===== src/rtl/boot_overlay_pkg.sv =====
package boot_overlay_pkg;

    // Decoded bus activity for one clock cycle
    typedef struct packed {
        logic mem_acc;   // memory read, write or opcode fetch
        logic refresh;   // memory request with no strobe
        logic io_wr;     // I/O write (not interrupt acknowledge)
    } bus_cyc_t;

    // Region hit inside the overlay window
    typedef enum logic [1:0] {
        RGN_ROM  = 2'd0,
        RGN_SRAM = 2'd1,
        RGN_HOLE = 2'd2,
        RGN_DRAM = 2'd3
    } region_e;

    function automatic bus_cyc_t classify_bus(
        input logic mreq_n, input logic iorq_n,
        input logic rd_n, input logic wr_n, input logic m1_n);
        bus_cyc_t c;
        c.mem_acc = !mreq_n && (!rd_n || !wr_n || !m1_n);
        c.refresh = !mreq_n && rd_n && wr_n && m1_n;
        c.io_wr   = !iorq_n && !wr_n && m1_n;
        return c;
    endfunction

endpackage


===== src/rtl/overlay_mode_reg.sv =====
module overlay_mode_reg
    import boot_overlay_pkg::*;
#(
    parameter int PORT_AW  = 8,
    parameter int GRP_LSB  = 3,
    parameter logic [PORT_AW-1-GRP_LSB:0] GRP_DRAM_ON  = 5'b11100,
    parameter logic [PORT_AW-1-GRP_LSB:0] GRP_DRAM_OFF = 5'b11110
) (
    input  logic               clk,
    input  logic               rst,
    input  logic               io_wr,
    input  logic [PORT_AW-1:0] port,
    output logic               overlay_q
);
    localparam int GRP_W = PORT_AW - GRP_LSB;

    logic [GRP_W-1:0] grp;
    logic             hit_on;
    logic             hit_off;

    assign grp     = port[PORT_AW-1:GRP_LSB];
    assign hit_on  = io_wr && (grp == GRP_DRAM_ON);
    assign hit_off = io_wr && (grp == GRP_DRAM_OFF);

    always_ff @(posedge clk) begin
        if (rst)          overlay_q <= 1'b1;
        else if (hit_on)  overlay_q <= 1'b0;
        else if (hit_off) overlay_q <= 1'b1;
    end

    AST_MODE_HOLD: assert property (@(posedge clk) disable iff (rst)
        !(hit_on || hit_off) |=> $stable(overlay_q));
    AST_MODE_EXIT: assert property (@(posedge clk) disable iff (rst)
        hit_on |=> !overlay_q);
    AST_MODE_ENTER: assert property (@(posedge clk) disable iff (rst)
        hit_off |=> overlay_q);

endmodule


===== src/rtl/overlay_decoder.sv =====
module overlay_decoder
    import boot_overlay_pkg::*;
#(
    parameter int ADDR_W = 16,
    parameter int ROM_AW = 12,
    parameter int SRAM_AW = 10,
    parameter logic [ADDR_W-1:0] SRAM_BASE = 16'h1000,
    parameter int WIN_AW = 14
) (
    input  logic              clk,
    input  logic              rst,
    input  logic [ADDR_W-1:0] addr,
    input  logic              overlay,
    input  logic              mem_acc,
    output logic              rom_sel,
    output logic              sram_sel,
    output logic              dram_sel
);
    region_e rgn;

    always_comb begin
        if (!overlay || (addr[ADDR_W-1:WIN_AW] != '0))
            rgn = RGN_DRAM;
        else if (addr[ADDR_W-1:ROM_AW] == '0)
            rgn = RGN_ROM;
        else if (addr[ADDR_W-1:SRAM_AW] == SRAM_BASE[ADDR_W-1:SRAM_AW])
            rgn = RGN_SRAM;
        else
            rgn = RGN_HOLE;
    end

    assign rom_sel  = mem_acc && (rgn == RGN_ROM);
    assign sram_sel = mem_acc && (rgn == RGN_SRAM);
    assign dram_sel = mem_acc && (rgn == RGN_DRAM);

    AST_SEL_EXCL: assert property (@(posedge clk) disable iff (rst)
        $onehot0({rom_sel, sram_sel, dram_sel}));
    AST_NO_BOOT_OUT: assert property (@(posedge clk) disable iff (rst)
        !overlay |-> !(rom_sel || sram_sel));
    AST_HIGH_DRAM: assert property (@(posedge clk) disable iff (rst)
        (mem_acc && addr[ADDR_W-1:WIN_AW] != '0) |-> dram_sel);

endmodule


===== src/rtl/overlay_wait_gen.sv =====
module overlay_wait_gen (
    input  logic clk,
    input  logic rst,
    input  logic slow_hit,
    input  logic refresh,
    output logic wait_n
);
    logic seen_q;

    always_ff @(posedge clk) begin
        if (rst) seen_q <= 1'b0;
        else     seen_q <= slow_hit;
    end

    assign wait_n = !(slow_hit && !seen_q);

    AST_ONE_WAIT: assert property (@(posedge clk) disable iff (rst)
        !wait_n |=> wait_n);
    AST_WAIT_SRC: assert property (@(posedge clk) disable iff (rst)
        !wait_n |-> slow_hit);
    AST_RFSH_NOWAIT: assert property (@(posedge clk) disable iff (rst)
        refresh |-> wait_n);

endmodule


===== src/rtl/boot_overlay_ctrl.sv =====
module boot_overlay_ctrl
    import boot_overlay_pkg::*;
#(
    parameter int ADDR_W  = 16,
    parameter int ROM_AW  = 12,
    parameter int SRAM_AW = 10,
    parameter logic [ADDR_W-1:0] SRAM_BASE = 16'h1000,
    parameter int WIN_AW  = 14,
    parameter int PORT_AW = 8
) (
    input  logic              clk,
    input  logic              rst,
    input  logic [ADDR_W-1:0] addr,
    input  logic              mreq_n,
    input  logic              iorq_n,
    input  logic              rd_n,
    input  logic              wr_n,
    input  logic              m1_n,
    output logic              rom_ce_n,
    output logic              sram_ce_n,
    output logic              cas_en_n,
    output logic              wait_n
);
    bus_cyc_t cyc;
    logic     overlay_q;
    logic     rom_sel;
    logic     sram_sel;
    logic     dram_sel;

    assign cyc = classify_bus(mreq_n, iorq_n, rd_n, wr_n, m1_n);

    overlay_mode_reg #(
        .PORT_AW (PORT_AW)
    ) mode_i (
        .clk       (clk),
        .rst       (rst),
        .io_wr     (cyc.io_wr),
        .port      (addr[PORT_AW-1:0]),
        .overlay_q (overlay_q)
    );

    overlay_decoder #(
        .ADDR_W    (ADDR_W),
        .ROM_AW    (ROM_AW),
        .SRAM_AW   (SRAM_AW),
        .SRAM_BASE (SRAM_BASE),
        .WIN_AW    (WIN_AW)
    ) dec_i (
        .clk      (clk),
        .rst      (rst),
        .addr     (addr),
        .overlay  (overlay_q),
        .mem_acc  (cyc.mem_acc),
        .rom_sel  (rom_sel),
        .sram_sel (sram_sel),
        .dram_sel (dram_sel)
    );

    overlay_wait_gen wait_i (
        .clk      (clk),
        .rst      (rst),
        .slow_hit (rom_sel || sram_sel),
        .refresh  (cyc.refresh),
        .wait_n   (wait_n)
    );

    assign rom_ce_n  = !rom_sel;
    assign sram_ce_n = !sram_sel;
    assign cas_en_n  = !dram_sel;

    AST_RFSH_QUIET: assert property (@(posedge clk) disable iff (rst)
        (!mreq_n && rd_n && wr_n && m1_n) |-> (rom_ce_n && sram_ce_n && cas_en_n));
    AST_IDLE_QUIET: assert property (@(posedge clk) disable iff (rst)
        mreq_n |-> (rom_ce_n && sram_ce_n && cas_en_n && wait_n));
    AST_BOOT_NO_CAS: assert property (@(posedge clk) disable iff (rst)
        (!rom_ce_n || !sram_ce_n) |-> cas_en_n);

endmodule


===== config.mk =====
export PLATFORM = sky130hd
export DESIGN_NAME = boot_overlay_ctrl
export DESIGN_NICKNAME = d
export VERILOG_FILES = /design/src/rtl/boot_overlay_pkg.sv /design/src/rtl/overlay_mode_reg.sv /design/src/rtl/overlay_decoder.sv /design/src/rtl/overlay_wait_gen.sv /design/src/rtl/boot_overlay_ctrl.sv
export SDC_FILE = /design/constraint.sdc
export NUM_CORES = 1
export LEC_CHECK = 0
export BUFFER_PORTS_ARGS = -buffer_cell sky130_fd_sc_hd__buf_2
export CORE_AREA = 2 2 39 41
export CTS_CLUSTER_DIAMETER = 150
export DETAILED_ROUTE_END_ITERATION = 10
export DIE_AREA = 0 0 41 43
export GPL_TIMING_DRIVEN = 0
export PLACE_DENSITY_LB_ADDON = 0.25
export SYNTH_ARGS = -nofsm -noshare
export SYNTH_HDL_FRONTEND = slang
export SYNTH_SLANG_ARGS = --single-unit

===== constraint.sdc =====
create_clock -name clk -period 2.1 [get_ports clk]
set_clock_uncertainty 0.2 [all_clocks]
set_input_delay 0.315 -clock clk [delete_from_list [all_inputs] [get_ports clk]]
set_output_delay 0.315 -clock clk [all_outputs]
set_load 0.1 [all_outputs]

==> results.sh <==
export IMPL_min_path_type="input pin to flip-flop"
export IMPL_synthDistinctLibCells=13
export IMPL_io_pins=27
export IMPL_ys_seq_elements=2
export IMPL_cp_start_kind="flip-flop"
export IMPL_cts_tree="done"
export IMPL_die_y_um=43
export IMPL_fin_crit_ps=2000
export IMPL_ant_nets=0
export IMPL_htree_levels=1
export IMPL_antenna_found_initial=0
export IMPL_setup_viol=0
export IMPL_rows=14
export IMPL_fin_crit_sh=0.953
export IMPL_rsz0062_at_grt="no"
export IMPL_cts_buffers=3
export IMPL_grt_pass1_vias=180
export IMPL_worstPathArrival_ps=1490
export IMPL_start_util=0.116
export IMPL_final_util=0.224
export IMPL_ctsLongestPathBuffers=2
export IMPL_postSynthAreaPerCell_um2=8.43
export IMPL_syn_area_um2=160
export IMPL_drcViolationCount=0
export IMPL_dieArea_um2=1760
export IMPL_peakVddDrop_mv=0.118
export IMPL_r2r_cells=3
export IMPL_cts_clk_slew_worst_paths_ps=30
export IMPL_syn_to_final_growth_pct=93.7
export IMPL_max_slew_margin_rel=0.676
export IMPL_antenna_diode_count=0
export IMPL_max_clock_freq_mhz=500
export IMPL_numClockSinks=2
export IMPL_die_x_um=41
export IMPL_finalMaxSlewViolations=0
export IMPL_p_per_area_nw_per_um2=553
export IMPL_timing_rr_start="mode_i.overlay_q$_SDFFE_PP1P_"
export IMPL_power_leakage_nw=0.143
export IMPL_path_max_fanout=3
export IMPL_port_buffers=21
export IMPL_r2r_setup_slack_ps=1000
export IMPL_viasPerCell=3.88
export IMPL_place_gp_congestion=0.662
export IMPL_clock_latency_ps=230
export IMPL_grt_max_degree=4
export IMPL_netlist_instances=19
export IMPL_grt_usage=0.0611
export IMPL_yosysTopAreaCell="dfxtp_1"
export IMPL_routed_wl_um=497
export IMPL_dr_pass1_iters=2
export IMPL_holdPathStages=2
export IMPL_layout_nets=68
export IMPL_synth_area_leaders="dfxtp_1 (25%), nor4b_4 (15%), nor2_1 (9.4%)"
export IMPL_syn_num_nets=42
export IMPL_drive_above_1_share=0.605
export IMPL_crit_type="flip-flop to primary output"
export IMPL_setup_tns_final_ps=0
export IMPL_reg2reg_to="wait_i.seen_q$_SDFF_PP0_"
export IMPL_ys_seq_area_frac=0.250
export IMPL_status="finished, final reports clean"
export IMPL_worst_pin_slew_ps=489
export IMPL_avgRoutedWirePerCell_um=8.42
export IMPL_worstPathRequired_ps=1580
export IMPL_whs_endpoint="wait_i.seen_q$_SDFF_PP0_"
export IMPL_hold_violations=0
export IMPL_cts_root_buffer="clkbuf_4"
export IMPL_fp_coreArea_um2=1380
export IMPL_overflow=0
export IMPL_synth_top_cell_area_share=0.250
export IMPL_vias=229
export IMPL_cap_viol_max_count=0
export IMPL_setup_worst_path_end_class="primary output"
export IMPL_drt_iter0_markers=1
export IMPL_grt_pass1_wl_um=648
export IMPL_min_from="rst"
export IMPL_synth_warnings=0
-- how the worst max path moves through the flow --
stage	to	slack, ps	cells past startpoint	startpoint
after floorplan	sram_ce_n	70	2	addr[13]
after global placement	wait_n	100	5	addr[13]
after detailed placement	wait_n	100	5	addr[13]
after CTS	wait_n	10	4	mode_i.overlay_q$_SDFFE_PP1P_
after global routing	wait_n	20	4	mode_i.overlay_q$_SDFFE_PP1P_
final	wait_n	100	4	mode_i.overlay_q$_SDFFE_PP1P_
-- area by class of cell --
cell class	instances	area, um^2
Timing Repair Buffer	21	108
Fill cell	165	1070
Multi-Input combinational cell	17	120
Clock buffer	3	22.5
Tap cell	16	20.0
Sequential cell	2	40.0
-- cell families (layout without fill, tap and decap cells) --
family	after synthesis	count (layout)	share of synthesized area
AOI/OAI and AO/OA	1	1	0.0781
buffers and inverters	0	24	0
DFF	2	2	0.250
muxes	1	1	0.0625
and+or+nand+nor	15	15	0.609
-- layout by cell type, fill, tap and decap left out --
master     n
nor4b_1    1
nor2b_1    1
a31oi_2    1
nor2_1     4
mux2i_1    1
nor4b_4    1
clkbuf_4   3
buf_2     20
nand2_1    3
nand4b_1   1
dfxtp_1    2
nor3_1     1
or2_1      1
nand4_1    1
or3_1      1
buf_4      1
-- repair_timing --
item / in CTS / in global routing
hold buffers: 0 / 0
resized for setup: 0 / 2
endpoints found under the setup margin: 0 / 1
buffers inserted: 0 / 0
-- metal layers --
metal / share of wire / up-vias / GRT usage
met5: 0 / - / 0
met4: 0 / 0 / 0.0800
met3: 0.18 / 0 / 0.0314
met2: 0.46 / 19 / 0.0781
met1: 0.36 / 90 / 0.0573
li1: - / 120 / -
-- synthesized netlist by cell type --
cell type	instances
nand4_1	1
a31oi_2	1
nand4b_1	1
nand2_1	3
dfxtp_1	2
mux2i_1	1
nor2_1	4
nor3_1	1
or3_1	1
nor2b_1	1
nor4b_1	1
or2_1	1
nor4b_4	1
-- through the flow --
stage                     area [um^2]  setup slack, ps  power [W]  std cells  hold slack [ps]
after floorplan                   160             65.2  0.0000642         19              194
after global placement            285             99.9  0.0000865         56              319
after detailed placement          285              103  0.0000867         56              322
after CTS                         308             11.2   0.000177         59             92.9
after global routing              310             18.5   0.000188         59             84.0
final                             310             98.5   0.000172         59             98.7
-- critical path: stages (launching register included) --
cell and delay, ps:
dfxtp_1 340, nor4b_4 220, nand2_1 110, or3_1 360
buf_4 240
-- power breakdown --
group	leakage (nW)	internal, W	switching, W	total [W]
Combinational	0.113	0.0000182	0.0000291	0.0000473
Sequential	0.0162	0.0000386	0.0000000924	0.0000387
Clock	0.0138	0.0000631	0.0000225	0.0000856
Total	0.143	0.000120	0.0000517	0.000172
-- flip-flops by register name, summed over array words and instances (netlist names) --
name / cells
mode_i.overlay_q: 1
wait_i.seen_q: 1
No activity file was read; power rests on OpenSTA's default activity.
